**src/rtl/bcd_rtc_pkg.sv**
```systemverilog
package bcd_rtc_pkg;

   typedef logic [7:0] rtc_byte_t;

   // byte indices the behaviour depends on
   localparam int IX_GATE    = 0;    // bit 7 blocks the snapshot
   localparam int IX_ARM     = 4;    // writing bit 7 here fires the snapshot
   localparam int IX_TIME0   = 5;    // hundredths, then sec, min, hour, day
   localparam int N_TIME     = 5;
   localparam int IX_MONTH   = 10;
   localparam int IX_YEAR    = 11;
   localparam int IX_WEEKDAY = 14;
   localparam int IX_SNAPSRC = 6;    // seconds .. month
   localparam int IX_SNAP0   = 25;
   localparam int N_SNAP     = 5;

   // last legal value of each chained field before it wraps
   function automatic rtc_byte_t wrap_of(input int k);
      case (k)
         0:       wrap_of = 8'h99;
         1:       wrap_of = 8'h59;
         2:       wrap_of = 8'h59;
         3:       wrap_of = 8'h23;
         default: wrap_of = 8'h99;
      endcase
   endfunction

   function automatic logic bcd_at_wrap(input rtc_byte_t v, input rtc_byte_t w);
      bcd_at_wrap = (v == w);
   endfunction

   function automatic rtc_byte_t bcd_next(input rtc_byte_t v, input rtc_byte_t w);
      if (v == w)
         bcd_next = 8'h00;
      else if (v[3:0] >= 4'd9)
         bcd_next = {v[7:4] + 4'd1, 4'h0};
      else
         bcd_next = v + 8'd1;
   endfunction

endpackage

```
**src/rtl/bcd_rtc_prescaler.sv**
```systemverilog
module bcd_rtc_prescaler #(
   parameter int PRESCALE = 100,
   parameter int PH_W     = (PRESCALE > 1) ? $clog2(PRESCALE) : 1
) (
   input  logic            clk,
   input  logic            rst_n,
   input  logic            tick,
   output logic            step,
   output logic [PH_W-1:0] phase
);

   generate
      if (PRESCALE < 1) begin : g_bad_prescale
         $error("bcd_rtc_prescaler: PRESCALE must be at least 1");
      end

      if (PRESCALE == 1) begin : g_passthru
         assign step  = tick;
         assign phase = '0;
      end else begin : g_divide
         localparam logic [PH_W-1:0] LAST = PH_W'(PRESCALE - 1);
         logic [PH_W-1:0] cnt_q;

         always_ff @(posedge clk or negedge rst_n) begin
            if (!rst_n)
               cnt_q <= '0;
            else if (tick)
               cnt_q <= (cnt_q == LAST) ? '0 : cnt_q + 1'b1;
         end

         assign step  = tick && (cnt_q == LAST);
         assign phase = cnt_q;
      end
   endgenerate

endmodule

```
**src/rtl/bcd_rtc_decode.sv**
```systemverilog
module bcd_rtc_decode #(
   parameter int                ADDR_W   = 12,
   parameter logic [ADDR_W-1:0] WIN_BASE = 12'hE00,
   parameter int                NREG     = 32,
   parameter int                IDX_W    = $clog2(NREG)
) (
   input  logic [ADDR_W-1:0] addr,
   output logic              hit,
   output logic [IDX_W-1:0]  idx
);

   localparam logic [ADDR_W:0] SPAN = (ADDR_W+1)'(NREG * 4);

   logic [ADDR_W-1:0] off;

   assign off = addr - WIN_BASE;
   assign hit = (addr >= WIN_BASE) && ({1'b0, off} < SPAN) && (off[1:0] == 2'b00);
   assign idx = off[IDX_W+1:2];

endmodule

```
**src/rtl/bcd_rtc_time_chain.sv**
```systemverilog
module bcd_rtc_time_chain
   import bcd_rtc_pkg::*;
#(
   parameter int NF = N_TIME
) (
   input  logic                 step,
   input  logic [NF-1:0][7:0]   cur,
   input  logic [NF-1:0]        hold,
   output logic [NF-1:0]        adv,
   output logic [NF-1:0][7:0]   nxt
);

   logic [NF-1:0] en;

   assign en[0] = step;

   generate
      for (genvar i = 0; i < NF; i++) begin : g_field
         localparam rtc_byte_t WRAP = wrap_of(i);

         assign nxt[i] = bcd_next(cur[i], WRAP);
         assign adv[i] = en[i] && !hold[i];

         if (i < NF - 1) begin : g_carry
            assign en[i+1] = adv[i] && bcd_at_wrap(cur[i], WRAP);
         end
      end
   endgenerate

endmodule

```
**src/rtl/bcd_rtc.sv**
```systemverilog
module bcd_rtc
   import bcd_rtc_pkg::*;
#(
   parameter int                ADDR_W       = 12,
   parameter int                DATA_W       = 32,
   parameter logic [ADDR_W-1:0] WIN_BASE     = 12'hE00,
   parameter int                NREG         = 32,
   parameter int                PRESCALE     = 100,
   parameter bit                CLEAR_ON_RST = 1'b1
) (
   input  logic              clk,
   input  logic              rst_n,
   input  logic              tick,
   input  logic              bus_en,
   input  logic              bus_we,
   input  logic [ADDR_W-1:0] bus_addr,
   input  logic [DATA_W-1:0] bus_wdata,
   output logic [DATA_W-1:0] bus_rdata
);

   localparam int IDX_W = $clog2(NREG);
   localparam int PH_W  = (PRESCALE > 1) ? $clog2(PRESCALE) : 1;

   generate
      if (DATA_W < 8) begin : g_bad_width
         $error("bcd_rtc: DATA_W must hold a byte");
      end
      if (NREG < IX_SNAP0 + N_SNAP || (1 << IDX_W) != NREG) begin : g_bad_depth
         $error("bcd_rtc: NREG must be a power of two covering the snapshot area");
      end
      if (WIN_BASE[1:0] != 2'b00) begin : g_bad_base
         $error("bcd_rtc: WIN_BASE must be word aligned");
      end
      if (int'(WIN_BASE) + 4 * NREG > (1 << ADDR_W)) begin : g_bad_window
         $error("bcd_rtc: window does not fit the address space");
      end
   endgenerate

   logic [NREG-1:0][7:0] ram_q, ram_d;
   logic                 hit;
   logic [IDX_W-1:0]     acc_idx;
   logic                 wr_en;
   logic                 step;
   logic [PH_W-1:0]      pre_phase;
   logic                 snap_fire;
   logic [N_TIME-1:0]    hold, adv;
   logic [N_TIME-1:0][7:0] cur_t, nxt_t;
   logic                 unused_wdata_hi;

   assign unused_wdata_hi = ^bus_wdata[DATA_W-1:8];

   bcd_rtc_decode #(
      .ADDR_W   (ADDR_W),
      .WIN_BASE (WIN_BASE),
      .NREG     (NREG),
      .IDX_W    (IDX_W)
   ) u_decode (
      .addr (bus_addr),
      .hit  (hit),
      .idx  (acc_idx)
   );

   bcd_rtc_prescaler #(
      .PRESCALE (PRESCALE),
      .PH_W     (PH_W)
   ) u_prescale (
      .clk   (clk),
      .rst_n (rst_n),
      .tick  (tick),
      .step  (step),
      .phase (pre_phase)
   );

   assign wr_en = bus_en && bus_we && hit;

   generate
      for (genvar k = 0; k < N_TIME; k++) begin : g_time_io
         assign cur_t[k] = ram_q[IX_TIME0 + k];
         assign hold[k]  = wr_en && (acc_idx == IDX_W'(IX_TIME0 + k));
      end
   endgenerate

   bcd_rtc_time_chain #(
      .NF (N_TIME)
   ) u_chain (
      .step (step),
      .cur  (cur_t),
      .hold (hold),
      .adv  (adv),
      .nxt  (nxt_t)
   );

   assign snap_fire = wr_en && (acc_idx == IDX_W'(IX_ARM)) &&
                      bus_wdata[7] && !ram_q[IX_GATE][7];

   always_comb begin
      ram_d = ram_q;
      for (int k = 0; k < N_SNAP; k++) begin
         if (snap_fire)
            ram_d[IX_SNAP0 + k] = ram_q[IX_SNAPSRC + k];
      end
      for (int k = 0; k < N_TIME; k++) begin
         if (adv[k])
            ram_d[IX_TIME0 + k] = nxt_t[k];
      end
      if (wr_en)
         ram_d[acc_idx] = bus_wdata[7:0];
   end

   generate
      if (CLEAR_ON_RST) begin : g_ram_clr
         always_ff @(posedge clk or negedge rst_n) begin
            if (!rst_n)
               ram_q <= '0;
            else
               ram_q <= ram_d;
         end
      end else begin : g_ram_keep
         always_ff @(posedge clk) begin
            ram_q <= ram_d;
         end
      end
   endgenerate

   assign bus_rdata = (bus_en && hit) ? DATA_W'(ram_q[acc_idx]) : '0;

endmodule

```
**config.mk**
```make
export PLATFORM = sky130hd
export DESIGN_NAME = bcd_rtc
export DESIGN_NICKNAME = d
export VERILOG_FILES = /design/src/rtl/bcd_rtc_pkg.sv /design/src/rtl/bcd_rtc_prescaler.sv /design/src/rtl/bcd_rtc_decode.sv /design/src/rtl/bcd_rtc_time_chain.sv /design/src/rtl/bcd_rtc.sv
export SDC_FILE = /design/constraint.sdc
export NUM_CORES = 1
export LEC_CHECK = 0
export BUFFER_PORTS_ARGS = -buffer_cell sky130_fd_sc_hd__buf_2
export CORE_UTILIZATION = 50
export DETAILED_ROUTE_END_ITERATION = 10
export GPL_TIMING_DRIVEN = 0
export PLACE_DENSITY = 0.67
export SYNTH_ARGS = -nofsm -noshare
export SYNTH_HDL_FRONTEND = slang
export SYNTH_SLANG_ARGS = --single-unit
export TNS_END_PERCENT = 30
```
**constraint.sdc**
```tcl
create_clock -name clk -period 3.7 [get_ports clk]
set_input_delay 0.185 -clock clk [delete_from_list [all_inputs] [get_ports clk]]
set_output_delay 0.185 -clock clk [all_outputs]
set_load 0.1 [all_outputs]
```
### Yosys cells after proc, flatten, opt, wreduce, memory -nomap -nowiden

Index checks and enable logic that the tools add are counted.

| word-level totals | value |
|---|---|
| bits in registers | 263 |
| input bits | 49 |
| logic and storage cells | 125 |

| cells by class | value |
|---|---|
| add/subtract/negate cells | 12 |
| order comparisons | 9 |
| equal/unequal tests | 12 |
| multiplexer cells | 28 |
| reductions and logical operators | 31 |

Operators by type and width:

| kind | number |
|---|---|
| 256-bit bitwise mux | 1 |
| 240-bit two-way mux | 1 |
| 8-bit two-way mux | 23 |
| 8-bit by 1-bit adder with 8-bit output (second input constant) | 5 |
| 8-bit binary-select mux with 5-bit select | 1 |
| 8-bit demux with 5-bit select | 1 |
| 1-bit logical AND | 24 |
| 4-bit by 1-bit adder with 4-bit output (second input constant) | 5 |
| 5-bit by 3-bit == test with 1-bit output (second input constant) | 4 |
| 4-bit greater-or-equal comparator (second input constant) | 5 |
| 8-bit by 7-bit == test with 1-bit output (second input constant) | 2 |
| 8-bit == test (second input constant) | 2 |
| 12-bit greater-or-equal comparator (second input constant) | 1 |
| 12-bit by 8-bit less-than comparator with 1-bit output (second input constant) | 1 |
| 12-bit subtractor (second input constant) | 1 |
| 5-bit by 4-bit == test with 1-bit output (second input constant) | 2 |
| 8-bit by 6-bit == test with 1-bit output (second input constant) | 1 |
| 7-bit by 1-bit adder with 7-bit output (second input constant) | 1 |
| 7-bit == test (second input constant) | 1 |
| 7-bit two-way mux | 1 |
| 1-bit logical NOT | 6 |
| 5-bit by 6-bit less-than comparator with 1-bit output (second input constant) | 1 |
| 5-bit by 1-bit greater-or-equal comparator with 1-bit output (second input constant) | 1 |
| 2-bit logical NOT | 1 |

### Longest topological paths before layout

Gate-level depths: netlist of the first run.

| logic depth | value |
|---|---|
| depth in word-level cells | 19 |
| depth in mapped cells | 11 |

### Hierarchy

A second synthesis of the first run with hierarchy kept.

| second synthesis, totals | value |
|---|---|
| cells, all modules | 1,354 |
| area total of the unflattened synthesis | 14,596.5 sq um |

By module, submodules not included:

| module | instances | cells an instance | area each (sq um) | sequential area each (sq um) |
|---|---|---|---|---|
| bcd_rtc | 1 | 1,127 | 12,877.4 | 6,406.1 |
| bcd_rtc_time_chain | 1 | 180 | 1,272.5 | 0.0 |
| bcd_rtc_prescaler | 1 | 35 | 356.6 | 175.2 |
| bcd_rtc_decode | 1 | 12 | 90.1 | 0.0 |

### Worst setup path after synthesis of the first run

No wires, ideal clock.

| timing | value |
|---|---|
| kind | input -> output |
| start | in bus_addr[3] |
| end | out bus_rdata[1] |
| arrival | 4,497 ps |
| path slack | -982 ps |
| stages | 6 |
| cells stage by stage | buf_2 -> buf_1 -> clkbuf_1 -> mux4_2 -> o22ai_1 -> nor4_1 |

| on the way | value |
|---|---|
| longest elaborated chain between the ends | 6 |
| elaborated cells between the ends (all ways) | 9 |
| classes of those cells | 1 x add/sub; 2 x order compare; 3 x mux; 3 x reduce/logical |

RTL lines:

| element | line | text |
|---|---|---|
| from (decl) | bcd_rtc.sv:16 | `input logic [ADDR_W-1:0] bus_addr,` |
| 12-bit subtractor | bcd_rtc_decode.sv:16 | `assign off = addr - WIN_BASE;` |
| 12-bit by 8-bit less-than comparator with 1-bit output | bcd_rtc_decode.sv:17 | `assign hit = (addr >= WIN_BASE) && ({1'b0, off} < SPAN) && (off[1:0] == 2'b00);` |
| 1-bit logical AND (2 in series) | bcd_rtc_decode.sv:17 |  |
| 1-bit logical AND | bcd_rtc.sv:125 | `assign bus_rdata = (bus_en && hit) ? DATA_W'(ram_q[acc_idx]) : '0;` |
| 8-bit two-way mux * | bcd_rtc.sv:125 |  |
| to (decl) | bcd_rtc.sv:18 | `output logic [DATA_W-1:0] bus_rdata` |

Mark *: on every way between the ends. The rest lies on a longest branch, timed or not. The select of a mux whose other input is x is not followed.

### Worst setup path after layout of the first run

| timing | value |
|---|---|
| start | in bus_addr[3] |
| end | out bus_rdata[7] |

The elaborated chain is that of the path after synthesis.

==> metrics.txt, run 1 <==
run status finished with violations; violations in the final reports setup timing; max-cap viol count 0; clock slew at reported path FFs 60 ps; width of the die 169 um; DRC violation total after the first TritonRoute iteration 1,058; top-area cell type share of the netlist area 47.1%; fin. max-slew vios 0; asr flop ratio synth 100%; via count normalized by instance count 6.31; master cell of the clock root buffer clkbuf_16; DRC 0; top cell type by total area after synthesis dfrtp_1; pwr/cell area 400 mW/mm^2; flops & latches, synth 263; TritonCTS clock tree built; post-route total power 6.31 mW; area growth from synthesis to final layout 12.9%; final count of negative-setup-slack endpoints 1; share of the yosys chip area belonging to registers 47.1%; crit path time final 3700 ps; fraction of layout instances using a drive strength above 1 30.9%; final-stage net count 1,313; routed length per instance 25.5 um; number of nets still failing antenna checks after routing 0; number of filler cells placed in the layout between 2,000 and 2,500; die span in y 169 um; number of levels in the clock H-tree 1; Remaining Overflow, GRT 0; vias after detailed routing 10,300; # rows 60; Ant. Diodes 0; Port Buffers 28; ratio of final minimum period to clock period 100%; standard cell core area 0.0272 sq mm; Worst Setup End Kind output pin; dominant synthesized flop cell dfrtp_1; static leakage between 7 and 8 nW; Clock Tree Buf Depth 3; crit path setup slack, layout -2.63 ps; maximum fanout along the worst path 10; Max Clock Skew 16.1 ps; summed instance area of the synthesized netlist 0.0140 sq mm; number of cells produced by synthesis 1,143; Placement Setup Slack -77.5 ps; CTS Buf Count 29; I/O pin total a little over 80; pin count of the biggest net entering global routing 125; classification of the worst setup path in2out; cell with the most instances after synthesis dfrtp_1; worst min path class in2reg; total routed wirelength 41,600 um; Max Clk Rate 270 MHz; final non-filler cell total between 1,500 and 2,000; Num Clock Sinks 263; post-route core utilization 58.0%; global-route usage over all layers 29.8%; initial antenna violation count 1; top cells by count, synth 263 x dfrtp_1, 173 x mux2_2, 75 x nor2_1, 66 x a21oi_1, 64 x mux4_2; number of search-and-repair iterations in the first detailed-routing pass 5; final count of hold timing violations 0; Startpoint Class primary input; transition time at the pin with the least slew margin 1110 ps; Netlist cell types 71; effective utilization at floorplan 51.4%; ranking of synthesized cells by area dfrtp_1 47%, mux2_2 14%, mux4_2 10%; floorplan die area around 0.029 sq mm; global-route wire length before repair 62,600 um; number of cells on the worst hold path 3; synthesized area divided by synthesized cell count between 10 and 15 sq um; routability cong. 0.902; Worst-Skew Late Latency 570 ps; via count of the first global-routing pass approximately 10,000; arrival time reported for the critical path endpoint 3520 ps; EDFF count, synth 0; setup repair after global routing missed its margin false; worst ir drop on vdd between 300 and 400 uV; Post-Place Cells roughly 1,600; total half-perimeter wirelength after legalization and detailed placement 29,200 um; Critical Path RT ~3500 ps; total number of yosys warnings 0; logic depth of the worst register-to-register path 10; Slew headroom between 20 and 30%
## registers in the layout, summed over array words and instances, names as in the netlist
name,flops
ram_q,216
cur_t,40
u_prescale.phase,7
## power by group
part           leakage, nW  internal [mW]  switching (mW)
Combinational         3.08          0.143           0.378
Sequential            3.62           2.91          0.0392
Clock                0.453           1.65            1.19
Total                 7.16           4.70            1.61
## per-stage QoR
| step | TNS [ps] | hold WS (ps) | instance area, sq um |
|---|---|---|---|
| final | -2.63 | 35.1 | 15800 |
| after detailed placement | -84.1 | 103 | 14700 |
| after global placement | -646500 | 457 | 14700 |
| after CTS | 0 | 8.40 | 15800 |
| after floorplan | -4980 | -111 | 14100 |
| after global routing | 0 | 24.0 | 15800 |
## cell type report
class	instances	area, sq um	share of cell area [%]
Clock buffer	44	852	5.40
Multi-Input combinational cell	784	6920	43.8
Inverter	21	78.8	0.500
Tap cell	372	465	2.95
Timing Repair Buffer	40	310	1.97
Buffer	98	502	3.18
Sequential cell	263	6580	41.7
Clock inverter	5	68.8	0.436
## final timing paths
path                                        from                      to  slack (ps)
setup / recovery                     bus_addr[3]            bus_rdata[7]          -3
hold / removal                      bus_wdata[3]  ram_q[155]$_DFFE_PN0P_          40
setup reg to reg              cur_t[1]$_DFF_PN0_     cur_t[33]$_DFF_PN0_         580
hold reg to reg            ram_q[91]$_DFFE_PN0P_   ram_q[91]$_DFFE_PN0P_         480
max in group asynchronous                  rst_n  ram_q[189]$_DFFE_PN0P_        2190
min in group asynchronous                  rst_n     cur_t[26]$_DFF_PN0_         120
## per-layer routing
| metal | vias to the layer above | GRT usage (%) | share of wire [%] |
|---|---|---|---|
| met3 | 99 | 5.74 | 8.3 |
| met1 | 5270 | 43.4 | 43 |
| li1 | 4410 | - | - |
| met4 | 2 | 10.3 | 3.3 |
| met2 | 483 | 45.0 | 45 |
| met5 | - | 0 | 0.022 |
## cell families (layout without fill, tap and decap cells)
| family | count (synthesis) | after routing | share of synthesized area, % |
|---|---|---|---|
| xor gates and xnor gates | 10 | 10 | 0.627 |
| DFF | 263 | 263 | 47.1 |
| buffers and inverters | 119 | 208 | 4.10 |
| AOI/OAI and AO/OA | 186 | 186 | 8.27 |
| other | 1 | 24 | 0.0268 |
| adders and majority gates | 27 | 27 | 2.42 |
| and+or+nand+nor | 257 | 257 | 10.1 |
| muxes | 280 | 280 | 27.4 |
## cells in the final DEF, fill, tap and decap left out, drive strengths merged, types with 4 or more instances in the layout
master       netlist  final
dfrtp            263    263
mux2             174    174
clkbuf            47     91
nor2              86     86
buf               51     81
a21oi             66     66
mux4              64     64
nand2             58     58
mux2i             42     42
o21ai             39     39
ha                27     27
conb               1     24
o22ai             22     22
inv               21     22
nand3             19     19
nor4              14     14
nor3              12     12
o21a               9      9
dlygate4sd3        0      9
nor3b              8      8
nand4              7      7
or3                7      7
o221ai             7      7
nand4b             6      6
xor2               5      5
and3               5      5
nand2b             5      5
o31ai              5      5
xnor2              5      5
a31oi              5      5
or4                5      5
and2               4      4
o211ai             4      4
a41oi              4      4
nand3b             4      4
o41ai              4      4
or3b               4      4
## timing repair
action / 4_1_cts / 5_1_grt
resized for setup: 2 / 1
hold endpoints to repair: 150 / 0
gates cloned: 0 / 0
setup endpoints to repair: 2 / 2
hold buffers: 9 / 0
buffers inserted: 0 / 0
## worst max-delay path, cell delays in order
cell,delay (ps)
buf_2,230
clkbuf_1,530
clkbuf_1,830
mux4_2,430
o22ai_1,100
nor4_1,640
buf_2,550
(Power assumes the default switching activity.)
==> inputs of run 2 (changes only) <==
- MAX_ROUTING_LAYER: unset -> met4
==> metrics.txt, run 2 (synthesis gave the netlist of run 1 again) <==
DRC 0 (unchanged); post-route total power 6.31 mW (about the same); CTS Buf Count 29 (unchanged); total half-perimeter wirelength after legalization and detailed placement 29,200 um (unchanged); Num Clock Sinks 263 (unchanged); cell-by-cell listing of the critical path buf_2, clkbuf_1, clkbuf_1, mux4_2, o22ai_1, nor4_1, buf_2; static leakage 7.16 nW (about the same); number of levels in the clock H-tree 1 (unchanged); final-stage net count 1,313 (unchanged); via count of the first global-routing pass 9,941 (-0.29%); global-route usage over all layers 30.8% (+0.95 points); Startpoint Class primary input; Hold Crit Start bus_wdata[3]; worst min path class in2reg; most flop-heavy register ram_q; R2R setup slack 520 ps (-60 ps); max FFs per register 216 (unchanged); initial antenna violation count 1 (unchanged); DRC violation total after the first TritonRoute iteration 1,090 (+3.0%); Setup Fix Bufs, Post-CTS 0 (unchanged); setup repair after global routing missed its margin false; origin of the critical flop-to-flop path cur_t[1]$_DFF_PN0_; area growth from synthesis to final layout 13.0% (about the same); largest incremental delay on the critical path 800 ps (-30 ps); maximum fanout along the worst path 10 (unchanged); Placement Setup Slack -77.5 ps (unchanged); worst hold endpoint ram_q[155]$_DFFE_PN0P_; Routed met1 length 17,900 um (-0.76%); fin. max-slew vios 0 (unchanged); routability cong. 0.917 (+1.7%); pwr/cell area 400 mW/mm^2 (about the same); via count normalized by instance count 6.32 (+0.25%); wire length on met3 3530 um (+2.6%); max-cap viol count 0 (unchanged); width of the die 169 um (unchanged); slowest CP cell clkbuf_1; classification of the worst setup path in2out; run status finished, final reports clean; floorplan die area 0.0286 sq mm (unchanged); Critical Path RT 3510 ps (about the same); final count of hold timing violations 0 (unchanged); reg2reg end cur_t[33]$_DFF_PN0_; crit path setup slack, layout 71.0 ps (+73.6 ps); met2 wirelength from detailed routing 18,700 um (about the same); Slew headroom 28.6% (+2.7 points); total routed wirelength 41,600 um (about the same); clock slew at reported path FFs 60 ps (about the same); setup TNS 0 ps (+2.63 ps); uppermost layer routed met4; final count of negative-setup-slack endpoints 0 (-1); Crit path max-delay family buffers and inverters; Max Clock Skew 14.8 ps (-1.31 ps); standard cell core area 0.0272 sq mm (unchanged); number of filler cells placed in the layout 2,293 (-0.044%); # rows 60 (unchanged); arrival time reported for the critical path endpoint 3440 ps (-80 ps); leading cell type in the layout, fill and taps excluded dfrtp_1; number of search-and-repair iterations in the first detailed-routing pass 6 (+1); die span in y 169 um (unchanged); pin count of the biggest net entering global routing 125 (unchanged); worst ir drop on vdd 395 uV (+0.16%); global-route wire length before repair 62,800 um (+0.23%); TritonCTS clock tree built; number of cells on the worst hold path 3 (unchanged); number of nets still failing antenna checks after routing 0 (unchanged); transition time at the pin with the least slew margin 1070 ps (-39.9 ps); post-route core utilization 58.1% (about the same); routed length per instance 25.5 um (about the same); Worst-Skew Late Latency 570 ps (about the same); Buf/Inv on CP 4 (unchanged); fraction of layout instances using a drive strength above 1 30.9% (unchanged); master cell of the clock root buffer clkbuf_16; Remaining Overflow, GRT 0 (unchanged); Max Clk Rate 276 MHz (+2.0%); ratio of final minimum period to clock period 98.1% (-2.0 points); Port Buffers 28 (unchanged); crit path time final 3630 ps (-73.6 ps); Clock Tree Buf Depth 3 (unchanged); effective utilization at floorplan 51.4% (unchanged); vias after detailed routing 10,300 (+0.31%); logic depth of the worst register-to-register path 10 (unchanged); I/O pin total 81 (unchanged); most used cells in the layout excluding fill and tap cells 263 x dfrtp_1, 173 x mux2_2, 75 x nor2_1; Worst Setup End Kind output pin
## run 2: worst max-delay path by stage
stage,start,endpoint,slack (ps),cells after the start
floorplan,bus_addr[3],bus_rdata[4],-980,6
global placement,rst_n,ram_q[191]$_DFFE_PN0P_,-2490,1
detailed placement,bus_addr[3],bus_rdata[7],-80,7
CTS,bus_addr[3],bus_rdata[5],150,7
global route,bus_addr[3],bus_rdata[7],3,7
finish,bus_addr[3],bus_rdata[7],70,7
## run 2: per-stage QoR
stage / area, sq um / hold slack (ps) / instances
detailed placement: 14700 / 103 / 1568
global placement: 14700 / 457 / 1566
finish: 15800 / 34.2 / 1628
global route: 15800 / 24.1 / 1628
CTS: 15800 / 8.40 / 1626
floorplan: 14100 / -111 / 1166
## run 2: worst reg2reg max path: cells and delay by family, from the launching register on
kind	cells	cell delay, ps
adder cells (fa/ha/maj)	1	150
AO/OA/AOI/OAI	2	480
AND/OR/NAND/NOR	3	990
buffers and inverters	3	630
flip-flops	1	480
multiplexers	1	370
## run 2: layout make-up
type | instances | area (sq um) | area share (%)
Inverter | 21 | 78.8 | 0.500
Clock inverter | 5 | 68.8 | 0.436
Multi-Input combinational cell | 784 | 6920 | 43.8
Antenna cell | 1 | 2.50 | 0.0159
Timing Repair Buffer | 40 | 310 | 1.97
Clock buffer | 44 | 852 | 5.40
Tap cell | 372 | 465 | 2.95
Buffer | 98 | 502 | 3.18
Sequential cell | 263 | 6580 | 41.7
## run 2: layer usage
| metal | vias up | track usage, % |
|---|---|---|
| li1 | 4415 | - |
| met1 | 5265 | 43.5 |
| met2 | 520 | 45.0 |
| met3 | 96 | 5.71 |
| met4 | 0 | 10.3 |
| met5 | - | - |
## run 2: where the power goes
group	internal (mW)	switching, mW	total (mW)
Clock	1.65	1.19	2.84
Combinational	0.143	0.379	0.522
Sequential	2.91	0.0393	2.95
Total	4.70	1.61	6.31
## run 2: what timing repair did
item                                    in CTS  in global routing
hold buffers                                 9                  0
hold endpoints to repair                   150                  0
endpoints found under the setup margin       2                  2
gates resized for setup                      2                  1
gates cloned                                 0                  0
